## src/rtl/spi_split_pkg.sv

```systemverilog
`timescale 1ns/1ps
package spi_split_pkg;
  typedef enum logic [1:0] {
    ENG_IDLE  = 2'd0,
    ENG_SHIFT = 2'd1,
    ENG_TRAIL = 2'd2
  } eng_state_t;
endpackage

```

## src/rtl/spi_split_clkdiv.sv

```systemverilog
`timescale 1ns/1ps
module spi_split_clkdiv #(
  parameter int DIV_W = 8
) (
  input  logic             clk,
  input  logic             rst_n,
  input  logic             run,
  input  logic [DIV_W-1:0] half,
  output logic             tick
);
  logic [DIV_W-1:0] cnt;
  logic [DIV_W-1:0] lim;

  // a zero setting behaves as one clock per half period
  assign lim  = (half == '0) ? '0 : half - 1'b1;
  assign tick = run && (cnt == '0);

  always_ff @(posedge clk or negedge rst_n) begin
    if (!rst_n)           cnt <= '0;
    else if (!run)        cnt <= lim;
    else if (cnt == '0)   cnt <= lim;
    else                  cnt <= cnt - 1'b1;
  end

  // with a ratio of 1, a tick in one cycle implies a tick in the next while running
  assert_min_half_R8: assert property (@(posedge clk) disable iff (!rst_n)
    (run && $past(run) && $past(tick) && half <= 8'd1 && $past(half) == half) |-> tick);
endmodule

```

## src/rtl/spi_split_bank.sv

```systemverilog
`timescale 1ns/1ps
module spi_split_bank #(
  parameter int SLOTS = 16,
  localparam int AW = $clog2(SLOTS)
) (
  input  logic          clk,
  input  logic          rst_n,
  input  logic          sw_we,
  input  logic [AW-1:0] sw_waddr,
  input  logic [7:0]    sw_wdata,
  input  logic [AW-1:0] sw_raddr,
  output logic [7:0]    sw_rdata,
  input  logic          eng_we,
  input  logic [AW-1:0] eng_addr,
  input  logic [7:0]    eng_wdata,
  output logic [7:0]    eng_rdata
);
  logic [7:0] slot_q [SLOTS];

  for (genvar g = 0; g < SLOTS; g++) begin : g_slot
    logic [7:0] q;
    always_ff @(posedge clk or negedge rst_n) begin
      if (!rst_n)                                   q <= '0;
      else if (eng_we && eng_addr == AW'(g))        q <= eng_wdata;
      else if (sw_we && sw_waddr == AW'(g))         q <= sw_wdata;
    end
    assign slot_q[g] = q;
  end

  assign sw_rdata  = slot_q[sw_raddr];
  assign eng_rdata = slot_q[eng_addr];

  // software writes are gated off while the engine owns the bank
  assert_single_writer_R11: assert property (@(posedge clk) disable iff (!rst_n)
    !(sw_we && eng_we));
endmodule

```

## src/rtl/spi_split_ctrl.sv

```systemverilog
`timescale 1ns/1ps
module spi_split_ctrl
  import spi_split_pkg::*;
#(
  parameter int SLOTS = 16,
  localparam int AW = $clog2(SLOTS),
  localparam int CW = $clog2(SLOTS + 1)
) (
  input  logic          clk,
  input  logic          rst_n,
  input  logic          tick,
  input  logic          cmd_valid,
  input  logic [15:0]   cmd_word,
  output logic          cmd_ready,
  output logic          busy,
  output logic          done,
  output logic          run,
  output logic [AW-1:0] slot,
  input  logic [7:0]    slot_byte,
  output logic          wb_we,
  output logic [7:0]    wb_data,
  output logic          tx_slot,
  output logic          sclk,
  output logic          mosi,
  input  logic          miso,
  output logic          cs_n
);
  eng_state_t    state;
  logic [AW-1:0] slot_q;
  logic [2:0]    bit_q;
  logic [CW-1:0] tot_q, tx_q;
  logic          sclk_q, cs_q, done_q;
  logic [7:0]    rx_sh;

  logic [7:0] tot_dec, tx_dec;
  logic       empty_cmd, accept, last_slot, fall_tick, rise_tick;

  assign tot_dec   = cmd_word[7:0];
  assign tx_dec    = (cmd_word[15:8] > cmd_word[7:0]) ? cmd_word[7:0] : cmd_word[15:8];
  assign empty_cmd = (tot_dec == 8'd0) || (tot_dec > 8'(SLOTS));
  assign accept    = cmd_valid && (state == ENG_IDLE);
  assign last_slot = (CW'(slot_q) + 1'b1) == tot_q;
  assign rise_tick = (state == ENG_SHIFT) && tick && !sclk_q;
  assign fall_tick = (state == ENG_SHIFT) && tick && sclk_q;

  always_ff @(posedge clk or negedge rst_n) begin
    if (!rst_n) begin
      state  <= ENG_IDLE;
      slot_q <= '0;
      bit_q  <= 3'd7;
      tot_q  <= '0;
      tx_q   <= '0;
      sclk_q <= 1'b0;
      cs_q   <= 1'b1;
      done_q <= 1'b0;
      rx_sh  <= '0;
    end else begin
      unique case (state)
        ENG_IDLE: if (cmd_valid) begin
          if (empty_cmd) begin
            done_q <= 1'b1;
          end else begin
            state  <= ENG_SHIFT;
            cs_q   <= 1'b0;
            done_q <= 1'b0;
            slot_q <= '0;
            bit_q  <= 3'd7;
            tot_q  <= CW'(tot_dec);
            tx_q   <= CW'(tx_dec);
          end
        end
        ENG_SHIFT: if (tick) begin
          if (!sclk_q) begin
            sclk_q <= 1'b1;
            rx_sh  <= {rx_sh[6:0], miso};
          end else begin
            sclk_q <= 1'b0;
            if (bit_q == 3'd0) begin
              bit_q <= 3'd7;
              if (last_slot) state <= ENG_TRAIL;
              else           slot_q <= slot_q + 1'b1;
            end else begin
              bit_q <= bit_q - 1'b1;
            end
          end
        end
        ENG_TRAIL: if (tick) begin
          cs_q   <= 1'b1;
          done_q <= 1'b1;
          state  <= ENG_IDLE;
        end
        default: state <= ENG_IDLE;
      endcase
    end
  end

  assign cmd_ready = (state == ENG_IDLE);
  assign busy      = (state != ENG_IDLE);
  assign run       = busy;
  assign done      = done_q;
  assign slot      = slot_q;
  assign sclk      = sclk_q;
  assign cs_n      = cs_q;
  assign mosi      = busy ? slot_byte[bit_q] : 1'b0;
  assign wb_we     = fall_tick && (bit_q == 3'd0);
  assign wb_data   = rx_sh;
  assign tx_slot   = (state == ENG_SHIFT) && (CW'(slot_q) < tx_q);

  // checker bookkeeping: rising edges since the last accepted command
  logic [CW+2:0] chk_rises;
  always_ff @(posedge clk or negedge rst_n) begin
    if (!rst_n)         chk_rises <= '0;
    else if (accept)    chk_rises <= '0;
    else if (rise_tick) chk_rises <= chk_rises + 1'b1;
  end

  assert_sclk_idle_R2: assert property (@(posedge clk) disable iff (!rst_n)
    cs_n |-> !sclk);
  assert_edge_count_R2: assert property (@(posedge clk) disable iff (!rst_n)
    (state == ENG_TRAIL && tick) |-> (chk_rises == {tot_q, 3'b000}));
  assert_mosi_stable_R3: assert property (@(posedge clk) disable iff (!rst_n)
    (sclk && $past(sclk)) |-> $stable(mosi));
  assert_done_released_R5: assert property (@(posedge clk) disable iff (!rst_n)
    done |-> cs_n);
  assert_busy_drop_R6: assert property (@(posedge clk) disable iff (!rst_n)
    (busy && cmd_valid && !(state == ENG_TRAIL && tick)) |=> (busy && $stable(tot_q) && $stable(tx_q)));
  assert_sclk_on_tick_R8: assert property (@(posedge clk) disable iff (!rst_n)
    (sclk != $past(sclk)) |-> $past(tick));
endmodule

```

## src/rtl/spi_split_master.sv

```systemverilog
`timescale 1ns/1ps
module spi_split_master #(
  parameter int SLOTS = 16,
  parameter int DIV_W = 8,
  localparam int AW = $clog2(SLOTS)
) (
  input  logic             clk,
  input  logic             rst_n,
  input  logic [DIV_W-1:0] clk_half,
  input  logic             reg_we,
  input  logic [AW-1:0]    reg_waddr,
  input  logic [7:0]       reg_wdata,
  input  logic [AW-1:0]    reg_raddr,
  output logic [7:0]       reg_rdata,
  input  logic             cmd_valid,
  input  logic [15:0]      cmd_word,
  output logic             cmd_ready,
  output logic             busy,
  output logic             done,
  output logic             tx_slot,
  output logic             sclk,
  output logic             mosi,
  input  logic             miso,
  output logic             cs_n
);
  logic          tick, run, wb_we;
  logic [AW-1:0] eng_slot;
  logic [7:0]    eng_byte, wb_data;

  spi_split_clkdiv #(.DIV_W(DIV_W)) u_div (
    .clk(clk), .rst_n(rst_n), .run(run), .half(clk_half), .tick(tick)
  );

  spi_split_bank #(.SLOTS(SLOTS)) u_bank (
    .clk(clk), .rst_n(rst_n),
    .sw_we(reg_we && !busy), .sw_waddr(reg_waddr), .sw_wdata(reg_wdata),
    .sw_raddr(reg_raddr), .sw_rdata(reg_rdata),
    .eng_we(wb_we), .eng_addr(eng_slot), .eng_wdata(wb_data), .eng_rdata(eng_byte)
  );

  spi_split_ctrl #(.SLOTS(SLOTS)) u_ctrl (
    .clk(clk), .rst_n(rst_n), .tick(tick),
    .cmd_valid(cmd_valid), .cmd_word(cmd_word), .cmd_ready(cmd_ready),
    .busy(busy), .done(done), .run(run),
    .slot(eng_slot), .slot_byte(eng_byte), .wb_we(wb_we), .wb_data(wb_data),
    .tx_slot(tx_slot), .sclk(sclk), .mosi(mosi), .miso(miso), .cs_n(cs_n)
  );
endmodule

```

## config.mk

```make
export PLATFORM = sky130hd
export DESIGN_NAME = spi_split_master
export DESIGN_NICKNAME = d
export VERILOG_FILES = /design/src/rtl/spi_split_pkg.sv /design/src/rtl/spi_split_clkdiv.sv /design/src/rtl/spi_split_bank.sv /design/src/rtl/spi_split_ctrl.sv /design/src/rtl/spi_split_master.sv
export SDC_FILE = /design/constraint.sdc
export NUM_CORES = 1
export LEC_CHECK = 0
export BUFFER_PORTS_ARGS = -buffer_cell sky130_fd_sc_hd__clkbuf_2
export CELL_PAD_IN_SITES_DETAIL_PLACEMENT = 1
export CELL_PAD_IN_SITES_GLOBAL_PLACEMENT = 2
export CORE_ASPECT_RATIO = 0.5
export CORE_MARGIN = 2
export CORE_UTILIZATION = 25
export DETAILED_ROUTE_END_ITERATION = 10
export GPL_ROUTABILITY_DRIVEN = 1
export GPL_TIMING_DRIVEN = 0
export HOLD_SLACK_MARGIN = 0.03
export PLACE_DENSITY_LB_ADDON = 0.15
export SKIP_CTS_REPAIR_TIMING = 1
export SLEW_MARGIN = 20
export SYNTH_ARGS = -nofsm -noshare
export SYNTH_HDL_FRONTEND = slang
export SYNTH_SLANG_ARGS = --single-unit
```

## constraint.sdc

```tcl
create_clock -name clk -period 4.3 [get_ports clk]
set_input_delay 0.215 -clock clk [delete_from_list [all_inputs] [get_ports clk]]
set_output_delay 0.215 -clock clk [all_outputs]
set_load 0.02 [all_outputs]
```

* Word level (Yosys, flattened, before mapping)
Cells that the tools add are included.
W data, S select, Z words.
** Word-level totals
- Word-level logic and storage cells :: 230
- Output and inout port bits :: 15
- Bits in registers :: 166
- Bits of input ports :: 45
** Operators by class
- Reduce and logical (&&, ||, !) cells :: 74
- Equality and inequality tests :: 41
- Order comparisons :: 6
- Bitwise logic cells :: 4
- Mux-type cells :: 74
- $add $sub $neg :: 5
** Operators by type and width (number)
- $mux W8 :: 39
- $bmux W8 S4 :: 2
- $eq A4 B4 Y1 const B :: 16
- $logic_and A1 B1 Y1 :: 38
- $reduce_bool A2 Y1 :: 19
- $eq A4 B3 Y1 const B :: 8
- $logic_not A8 Y1 :: 3
- $mux W4 :: 6
- $eq A4 B2 Y1 const B :: 4
- $sub A8 B1 Y8 const B :: 2
- $mux W3 :: 5
- $mux W2 :: 7
- $reduce_and A7 Y1 :: 2
- $ge A5 B5 Y1 const B :: 2
- $not A4 Y5 :: 2
- $reduce_and A3 Y1 :: 3
- $eq A4 B1 Y1 const B :: 2
- $gt A8 B5 Y1 const B :: 1
- $gt A8 B8 Y1 :: 1
- $logic_not A4 Y1 :: 2
- $mux W1 :: 8
- $ne A2 B1 Y1 const B :: 4
- $ne A2 B2 Y1 const B :: 4
- $pmux W4 S2 :: 1
- other kinds (21) :: 23

* Depth between registers and ports, before layout
Gate-level depths: netlist of the first run.
- Depth after elaboration :: 7
- Mapped depth :: 11
- Depth with buffers taken out :: 8

* Cells and area by module
From an unflattened synthesis of the first run, not the netlist that was laid out.
** Unflattened totals
- Cells, all modules :: 1219
- Area total of the unflattened synthesis :: 11177.0 µm²
** By module, submodules not included
- spi_split_bank :: seq. area each 3203.1 µm², cells each 953, instances 1, area an instance 8592.0 µm²
- spi_split_ctrl :: seq. area each 755.7 µm², cells each 203, instances 1, area an instance 1988.2 µm²
- spi_split_clkdiv :: seq. area each 200.2 µm², cells each 62, instances 1, area an instance 583.1 µm²
- spi_split_master :: seq. area each 0.0 µm², cells each 1, instances 1, area an instance 13.8 µm²

* Least setup slack after synthesis of the first run
No wires, ideal clock.
- Kind :: register -> register
- From :: reg u_ctrl.slot_q[1] (netlist: u_ctrl.slot[1])
- To :: reg u_ctrl.slot_q[0] (netlist: u_ctrl.slot[0])
- Buffers on the path :: 4
- Data arrival time :: 3.037 ns
- Slack :: 1.138 ns
- Setup time :: 0.125 ns
- Cell stages (with the launch flop) :: 12
- Required time :: 4.175 ns
- Clock period less this slack :: 3.162 ns
- Path through :: dfrtp_1 -> buf_2 -> buf_2 -> buf_2 -> clkbuf_1 -> inv_1 -> ha_1 -> xor2_1 -> a2111oi_0 -> o21ai_0 -> nand2_1 -> mux2_2
** On the way
- Cells in the longest elaborated chain, start to end :: 4
** Ends and longest elaborated chain
- start: declaration :: line spi_split_ctrl.sv:29 : logic [AW-1:0] slot_q;
- start signal: assignment :: line spi_split_ctrl.sv:81 : else slot_q <= slot_q + 1'b1;
- $add A4 B1 Y5 :: line spi_split_ctrl.sv:42 : assign last_slot = (CW'(slot_q) + 1'b1) == tot_q;
- $eq A5 B5 Y1 :: line spi_split_ctrl.sv:42
- $ne A2 B2 Y1 (no line)
- $reduce_and A7 Y1 (no line)
No other way between the ends.
A chain may end at the register's enable or synchronous reset.

* Worst setup path after layout of the first run
- From :: reg u_ctrl.slot_q[1] (netlist: u_ctrl.slot[1])
- To :: out mosi
** On the way
- Cells in the longest elaborated chain, start to end :: 7
** Ends and longest elaborated chain
- $not A4 Y5 (not written as such) :: line spi_split_bank.sv:31 : assign eng_rdata = slot_q[eng_addr];
- $bmux W8 S4 :: line spi_split_bank.sv:31
- $mux W8 (not written as such) (2 in series) :: line spi_split_bank.sv:31
- $bmux W1 S3 :: line spi_split_ctrl.sv:104 : assign mosi = busy ? slot_byte[bit_q] : 1'b0;
- $mux W1 (not written as such) :: line spi_split_ctrl.sv:104
- $mux W1 :: line spi_split_ctrl.sv:104
- end: declaration :: line spi_split_master.sv:22 : output logic mosi,
No other way between the ends. The select of a mux whose other input is x is not followed.

==> results.yml, run 1 <==
outcome:
  status: "completed"
floorplanning:
  rows: 52
  die_area_um2: 43300
  initial_core_util_pct: 25.5
  die_w_um: 292
  core-area_um2: 40700
  dieHeight_um: 148
  ios: 60
place:
  port_buffers: 46
  dpl_cell_area_um2: 11400
  place.gp.congestion: 0.945
  dpl.hpwl_um: 33000
pwr:
  power.internal_uw: 2620
  pwr-share-comb_pct: 6.2
  finalPower_uw: 3470
  leakagePower_uw: 0.00550
  p_per_area_nw_per_um2: 288
  netSwitchingFraction_pct: 24.5
  p_clk_share_pct: 48.8
  irDropWorstVdd_v: 0.000269
  pwr-share-seq_pct: 45.0
  switchingPower_uw: 849
logic_synthesis:
  yosysTopAreaCellShare_pct: 39.0
  yosysWarningCount: 0
  netlist_area_um2: 10400
  yosysSeqAreaShare_pct: 40.0
  ys_seq_elements: 166
  avgSynthCellArea_um2: 10.9
  synth_edf_count: 0
  synthDistinctLibCells: 61
  yosysTopAreaCell: "dfrtp_1"
  synth.area.top_cells: "dfrtp_1, mux4_2, a22o_1"
  syn-num-nets: 1021
  async_reset_ff_share_pct: 100
  synthCells: 955
  ys.flop_type: "dfrtp_1"
worst_setup_path:
  r2r-start: "u_ctrl.slot[1]"
  cp.arrival_ns: 3.84
  rrSetupSlack_ns: 0.34
  critPathKind: "reg2out"
  cp-startpoint: "u_ctrl.slot[1]"
  start_kind: "register"
  r2r_cells: 11
  cp_max_fo: 10
  cp-end-kind: "output port"
  required_ns: 4.09
final_layout:
  drive_gt1_share_pct: 20.4
  regArea_um2: 4160
  final_cell_mix: "dfrtp_1, inv_1, o21ai_0"
  post-route-cell-area_um2: 12000
  fin_nets: 1090
  final_common_cell: "dfrtp_1"
  multi_input_area_um2: 5460
  fillCellCount: 4572
  synthToLayoutAreaGrowth_pct: 15.8
  n_antenna_cell: 0
clocking:
  root_buffer: "clkbuf_16"
  clkTransAtPathRegs_ns: 0.06
  cts_buffers: 17
  cts.htree.levels: 4
  clockBufferDepth: 2
  clk_latency_ns: 0.45
  clkSinkCount: 166
  cts_tree: "done"
timing:
  grt_setup_unrepaired: "no"
  drv_slew: 0
  hold_viol_final: 0
  report.final.setup_viol: 0
  max-slew-margin-rel_pct: 23.0
  finalCriticalPeriod_ns: 4.05
  worst_slew_pin_slew_ns: 1.15
  fin_worst_skew_ns: 0.00965
  fmax_ghz: 0.247
  min_period_over_period_pct: 94.2
drt:
  vias: 8621
  drc_errors: 0
  ant_nets: 0
  totalWireLength_um: 45100
  vias_per_cell: 5.47
  wl_per_cell_um: 28.6
  drtIter0Drc: 801
  first_pass_iters: 5
global_routing:
  gr-total-overflow: 0
  grt_max_degree: 82
  antenna_found_initial: 3
  grt_pass1_wl_um: 66000
  grt_pass1_vias: 9074
  track_usage_pct: 21.4
min_path:
  min_from: "clk_half[0]"
  hold_path_depth: 2
  hp-class: "in2reg"
flow_run:
  drv_cap: 0
==> cells by family after synthesis <==
| group | after synthesis | share of synthesized area [%] |
|---|---|---|
| AND/OR/NAND/NOR | 154 | 8.24 |
| adder cells (fa/ha/maj) | 21 | 2.53 |
| XOR/XNOR | 18 | 1.52 |
| flip-flops | 166 | 40.0 |
| multiplexers | 101 | 17.2 |
| AO/OA/AOI/OAI | 335 | 22.8 |
| buffers and inverters | 160 | 7.71 |
==> metal layers <==
metal	GRT usage [%]	vias to the layer above	wire (µm)
li1	-	3731	-
met1	30.7	4589	21600
met2	33.4	253	20200
met3	3.74	48	2390
met4	5.74	0	938
met5	0	-	0
==> critical path: stages (launching register included) <==
cell	delay [ns]
dfrtp_1	0.42
buf_2	0.34
buf_2	0.36
buf_2	0.41
mux4_2	0.42
a2111oi_2	0.57
o31ai_1	0.26
nand4_1	0.15
a41oi_1	0.21
clkbuf_2	0.22
==> final cells by class <==
type / instances / share of cell area [%]
multi-input combinational: 629 / 45.4
sequential: 166 / 34.5
tap: 540 / 5.61
buffer: 71 / 3.93
clock buffer: 19 / 3.68
inverter: 89 / 2.77
timing repair buffer: 50 / 2.61
clock inverter: 12 / 1.49
==> flip-flops by register name, indices dropped and copies added, names as in the netlist <==
register and cells:
u_bank.g_slot.q 128, u_ctrl.tx_q 5, u_ctrl.wb_data 8, u_ctrl.sclk 1, u_div.cnt 8, u_ctrl.state 2, u_ctrl.tot_q 5, u_ctrl.done 1
u_ctrl.slot 4, u_ctrl.cs_n 1, u_ctrl.bit_q 3
==> worst paths after layout <==
| path | end |
|---|---|
| max | mosi |
| min | u_div.cnt[0] |
| max reg2reg | u_ctrl.slot[0] |
| min reg2reg | u_ctrl.cs_n |
| max in group asynchronous | u_bank.g_slot[0].q[6] |
| min in group asynchronous | u_div.cnt[6] |
==> cells in the mapped netlist (all sizes together), types with 5 or more instances <==
library cell	instances
a21o	68
nand2b	8
ha	21
nor3	23
dlygate4sd3	7
a22oi	64
mux2	14
buf	26
nor2b	5
a21oi	6
inv	89
dfrtp	162
a2111oi	6
o22ai	18
nand3	5
xnor2	12
xor2	6
nand2	33
nand3b	5
mux4	61
a22o	64
clkbuf	36
mux2i	26
o21ai	85
nor2	51
==> power groups by stage <==
stage,Sequential (µW),Clock (µW),Combinational [µW]
3_5_place_dp,1590,0,218
6_report,1560,1690,214
5_1_grt,1560,1800,235
4_1_cts,1560,1730,218
2_1_floorplan,1590,0,99.3
3_3_place_gp,1590,0,208
==> through the flow <==
stage	instances	worst slack [ns]	hold slack, ns	TNS (ns)	util, %
after floorplan	955	1.14	-0.0806	0	-
after global placement	1541	-0.510	0.451	-78.11	27.8
after detailed placement	1543	-0.328	0.104	-0.531	27.9
after CTS	1574	-0.344	-0.387	-0.825	29.5
after global routing	1576	0.0957	0.0370	0	29.6
final	1576	0.249	0.0325	0	29.6
Power figures use the tool's default switching activity.
==> inputs of run 2 (changes only) <==
Settings changed: CORE_UTILIZATION 25 to 42.
==> run 2 against run 1 <==
  * Combinational power is essentially flat
  * Sequential share of layout area rose by 0.64 points
  * Sequential power is essentially flat
  * Hold slack better by 0.021 ns
  * Maximum frequency is 3.3% lower
  * Register-to-register slack hardly changed
  * Routed wire length is 9.5% lower
  * Core utilization grew 19 points
  * Power increased by 1.4%
  * Final cell count fell by 13%
  * Clock skew about the same
  * Setup slack worse by 0.14 ns
  * Critical path type unchanged
  * Highest routed layer unchanged
==> results.yml, run 2 (synthesis gave the netlist of run 1 again) <==
clocking:
  clk_latency_ns: 0.47
  clkSinkCount: 166
  root_buffer: "clkbuf_16"
  clkTransAtPathRegs_ns: 0.06
  clockBufferDepth: 2
  cts_buffers: 17
  cts.htree.levels: 4
  cts_tree: "done"
final_layout:
  final_util_pct: 48.9
  drive_gt1_share_pct: 20.3
  fin_nets: 1091
  regMostFlops: "u_bank.g_slot.q"
  final_common_cell: "dfrtp_1"
  stdcell_count: 1376
  largest_reg_flops: 128
  final_cell_mix: "dfrtp_1, inv_1, o21ai_0"
  synthToLayoutAreaGrowth_pct: 13.7
global_routing:
  grt_max_degree: 69
  track_usage_pct: 33.3
  grt_pass1_wl_um: 61300
  grt_pass1_vias: 9003
  antenna_found_initial: 2
  gr-total-overflow: 0
worst_setup_path:
  path_cells: "buf_2 > buf_2 > clkbuf_2 > mux4_2 > mux2i_1 > o21ai_0 > o2111ai_1 > a41oi_1 > clkbuf_2"
  cp.arrival_ns: 3.97
  cp-startpoint: "u_ctrl.slot[1]"
  r2r-start: "u_ctrl.slot[1]"
  required_ns: 4.09
  cp-end-kind: "output port"
  cpPeakStageDelay_ns: 0.53
  start_kind: "register"
  worst_path_max_delay_cell: "o21ai_0"
  critPathKind: "reg2out"
  cp_max_fo: 10
  path_buf_inv: 4
  crit_family: "buffers and inverters"
place:
  dpl.hpwl_um: 29900
  port_buffers: 46
  place.gp.congestion: 1.10
  dpl_worst_slack_ns: -0.252
  dp.cells: 1339
timing:
  worst_slew_pin_slew_ns: 1.06
  report.final.setup_viol: 0
  min_period_over_period_pct: 97.4
  grt_setup_unrepaired: "no"
  finalCriticalPeriod_ns: 4.19
  drv_slew: 0
  max-slew-margin-rel_pct: 28.9
  fin_worst_skew_ns: 0.00951
  fin_ws_ns: 0.110
  hold_viol_final: 0
  fmax_ghz: 0.239
floorplanning:
  die_area_um2: 26100
  die_w_um: 227
  initial_core_util_pct: 43.0
  rows: 40
  dieHeight_um: 115
  core-area_um2: 24200
  ios: 60
pwr:
  switchingPower_uw: 849
  p_clk_share_pct: 49.6
  pwr-share-seq_pct: 44.4
  irDropWorstVdd_v: 0.000307
  leakagePower_uw: 0.00551
  p_per_area_nw_per_um2: 297
  netSwitchingFraction_pct: 24.2
  pwr-share-comb_pct: 6.0
  power.internal_uw: 2670
drt:
  drtIter0Drc: 825
  ant_nets: 0
  vias: 8786
  top_layer_used: "met4"
  m1WireLength_um: 18400
  vias_per_cell: 6.39
  totalWireLength_um: 40900
  drc_errors: 0
  route.met3.wl_um: 3860
  dr_wl_met2_um: 17600
  wl_per_cell_um: 29.7
  first_pass_iters: 5
min_path:
  hp-class: "in2reg"
  min_from: "cmd_word[0]"
flow_run:
  drv_cap: 0
outcome:
  status: "completed"
## run 2: path summary, 6_finish.rpt
check                                         to  slack [ns]  depth (start not counted)
hold / removal                   u_ctrl.tot_q[0]        0.05                          2
hold reg to reg                      u_ctrl.cs_n        0.48                          2
setup / recovery                            mosi        0.11                          9
setup reg to reg                  u_ctrl.slot[0]        0.34                         11
min in group asynchronous  u_bank.g_slot[6].q[4]        0.28                          2
max in group asynchronous         u_ctrl.tx_q[0]        3.29                          3
## run 2: metal layers
layer / up-vias / global-route usage (%)
li1: 3734 / -
met1: 4600 / 46.8
met2: 395 / 49.6
met3: 57 / 9.79
met4: 0 / 10.6
met5: - / 0
## run 2: worst register-to-register path, cell delays in order (launching register included)
cell	delay, ns
dfrtp_1	0.41
buf_2	0.32
buf_2	0.41
buf_2	0.44
clkbuf_2	0.40
inv_1	0.15
ha_1	0.34
xor2_1	0.20
a2111oi_2	0.45
o21ai_0	0.21
nand2_1	0.17
mux2_2	0.35
## run 2: cell type report
class                   instances  area [µm²]
inverters                      89         334
repair buffers                 51         324
clock buffers                  21         480
multi-input cells             629        5460
clock inverters                11         171
well taps                     336         420
flip-flops and latches        166        4160
diodes                          2        5.00
fillers                      2653       12400
plain buffers                  71         472
## run 2: per-stage QoR
| stage | hold WS [ns] | setup TNS, ns | instance area [µm²] | total power [µW] |
|---|---|---|---|---|
| after global placement | 0.450 | -38.34 | 11000 | 1790 |
| final | 0.0533 | 0 | 11800 | 3520 |
| after detailed placement | 0.206 | -0.376 | 11100 | 1800 |
| after floorplan | -0.0806 | 0 | 10400 | 1690 |
| after global routing | 0.0601 | 0 | 11800 | 3620 |
| after CTS | -0.293 | -0.527 | 11800 | 3540 |
## run 2: power groups by stage
stage / Clock (µW) / Sequential (µW) / Combinational [µW]
floorplan: 0 / 1590 / 99.3
global placement: 0 / 1590 / 197
detailed placement: 0 / 1590 / 209
CTS: 1770 / 1560 / 210
global route: 1830 / 1560 / 229
finish: 1740 / 1560 / 211
==> inputs of run 3 (changes only) <==
Settings changed: CORE_UTILIZATION 42 to 38.
Clock period 4.3 ns to 3.8 ns, I/O delays scaled along.
==> run 3 against run 2 <==
  * Hold slack worse by 0.028 ns
  * Via count is 0.25% lower
  * Global-route usage is 3.7 points lower
  * Critical path depth stayed put
  * Final cell count is 1.0% higher
  * Core utilization is 4.7 points lower
  * Power is 5.8% higher
  * Cell area is 0.33% lower
  * Sequential cell count stayed put
  * Sequential power is 13% higher
  * Clock-buffer cell count is 3 higher
  * Largest cell class unchanged
  * Largest power group is now sequential cells
==> results.yml, run 3 (synthesis gave the netlist of run 1 again) <==
clocking:
  cts_tree: "done"
  root_buffer: "clkbuf_16"
  cts.htree.levels: 4
  clockBufferDepth: 2
  clkTransAtPathRegs_ns: 0.07
  clkSinkCount: 166
  cts_buffers: 17
  clk_latency_ns: 0.46
flow_run:
  drv_cap: 0
worst_setup_path:
  required_ns: 3.61
  path_cells: "clkbuf_4 > clkbuf_4 > buf_2 > mux4_2 > mux2i_1 > o21ai_1 > o2111ai_1 > a41oi_1 > clkbuf_2"
  critPathKind: "reg2out"
  cpPeakStageDelay_ns: 0.44
  cp_max_fo: 10
  cp-end-kind: "output port"
  worst_path_max_delay_cell: "mux2i_1"
  cp.arrival_ns: 3.51
  path_common_cell: "clkbuf_4"
  start_kind: "register"
pwr:
  irDropWorstVdd_v: 0.000334
  leakagePower_uw: 0.00547
  p_per_area_nw_per_um2: 316
final_layout:
  regArea_um2: 4160
  fin_nets: 1091
  n_antenna_cell: 0
  final_cell_mix: "dfrtp_1, inv_1, o21ai_0"
  synthToLayoutAreaGrowth_pct: 13.3
  regMostFlops: "u_bank.g_slot.q"
  drive_gt1_share_pct: 20.6
  final_common_cell: "dfrtp_1"
  fillCellCount: 2926
  post-route-cell-area_um2: 11800
  largest_reg_flops: 128
  final_util_pct: 44.2
  multi_input_area_um2: 5480
timing:
  drv_slew: 0
  tns_ns: 0
  worst_slew_pin_slew_ns: 1.09
  hold_viol_final: 0
  fmax_ghz: 0.270
  grt_setup_unrepaired: "no"
  min_period_over_period_pct: 97.5
  fin_worst_skew_ns: 0.00805
  max-slew-margin-rel_pct: 26.7
  finalCriticalPeriod_ns: 3.70
  report.final.setup_viol: 0
global_routing:
  track_usage_pct: 29.6
  grt_pass1_wl_um: 60400
  grt_pass1_vias: 9032
  gr-total-overflow: 0
  grt_max_degree: 76
  antenna_found_initial: 3
floorplanning:
  die_w_um: 238
  rows: 42
  ios: 60
  die_area_um2: 28800
  core-area_um2: 26600
  dieHeight_um: 121
  initial_core_util_pct: 39.0
drt:
  wl_per_cell_um: 29.4
  drc_errors: 0
  vias: 8764
  drtIter0Drc: 802
  totalWireLength_um: 40900
  vias_per_cell: 6.31
  first_pass_iters: 5
  ant_nets: 0
place:
  place.gp.congestion: 1.04
  port_buffers: 46
  dpl.hpwl_um: 29800
  dpl_cell_area_um2: 11100
outcome:
  status: "completed"
min_path:
  hp-class: "in2reg"
[run 3: worst max-delay path: cells and delay by family, from the launching register on]
family	cells	cell delay [ns]
compound gates	3	0.59
buf+inv	4	1.20
flops	1	0.42
mux	2	0.82
[run 3: routing by layer]
| layer | GRT usage (%) | wire (µm) | up-vias |
|---|---|---|---|
| met1 | 41.9 | 18700 | 4616 |
| met5 | 0 | 13 | - |
| li1 | - | - | 3731 |
| met4 | 9.51 | 1130 | 2 |
| met2 | 42.9 | 17400 | 350 |
| met3 | 9.30 | 3590 | 65 |
[run 3: layout make-up]
type | instances | share of cell area (%)
flip-flops and latches | 166 | 35.3
repair buffers | 51 | 2.75
inverters | 89 | 2.84
multi-input cells | 629 | 46.5
well taps | 352 | 3.74
clock inverters | 8 | 0.627
plain buffers | 71 | 4.17
clock buffers | 24 | 4.09
[run 3: through the flow]
| stage | hold slack [ns] | instances | power (µW) | setup WS, ns |
|---|---|---|---|---|
| global route | 0.0394 | 1390 | 3830 | 0.0174 |
| detailed placement | 0.0763 | 1355 | 2040 | -0.816 |
| CTS | -0.406 | 1387 | 3740 | -0.855 |
| floorplan | -0.106 | 955 | 1910 | 0.638 |
| global placement | 0.431 | 1353 | 2030 | -0.799 |
| finish | 0.0257 | 1390 | 3720 | 0.0960 |
[run 3: final timing paths]
kind                                start                     to  slack (ns)  depth (start not counted)
setup / recovery           u_ctrl.slot[1]                   mosi         0.1                          9
hold reg to reg               u_ctrl.cs_n            u_ctrl.cs_n        0.47                          2
max in group asynchronous           rst_n  u_bank.g_slot[1].q[4]        2.57                          4
min in group asynchronous           rst_n           u_div.cnt[6]        0.16                          2
setup reg to reg           u_ctrl.slot[1]         u_ctrl.slot[0]        0.12                         11
hold / removal                cmd_word[1]        u_ctrl.tot_q[1]        0.03                          3
[run 3: where the power goes]
| part | switching [µW] | internal (µW) |
|---|---|---|
| logic | 158 | 82.5 |
| clock network | 762 | 950 |
| registers | 0 | 1770 |
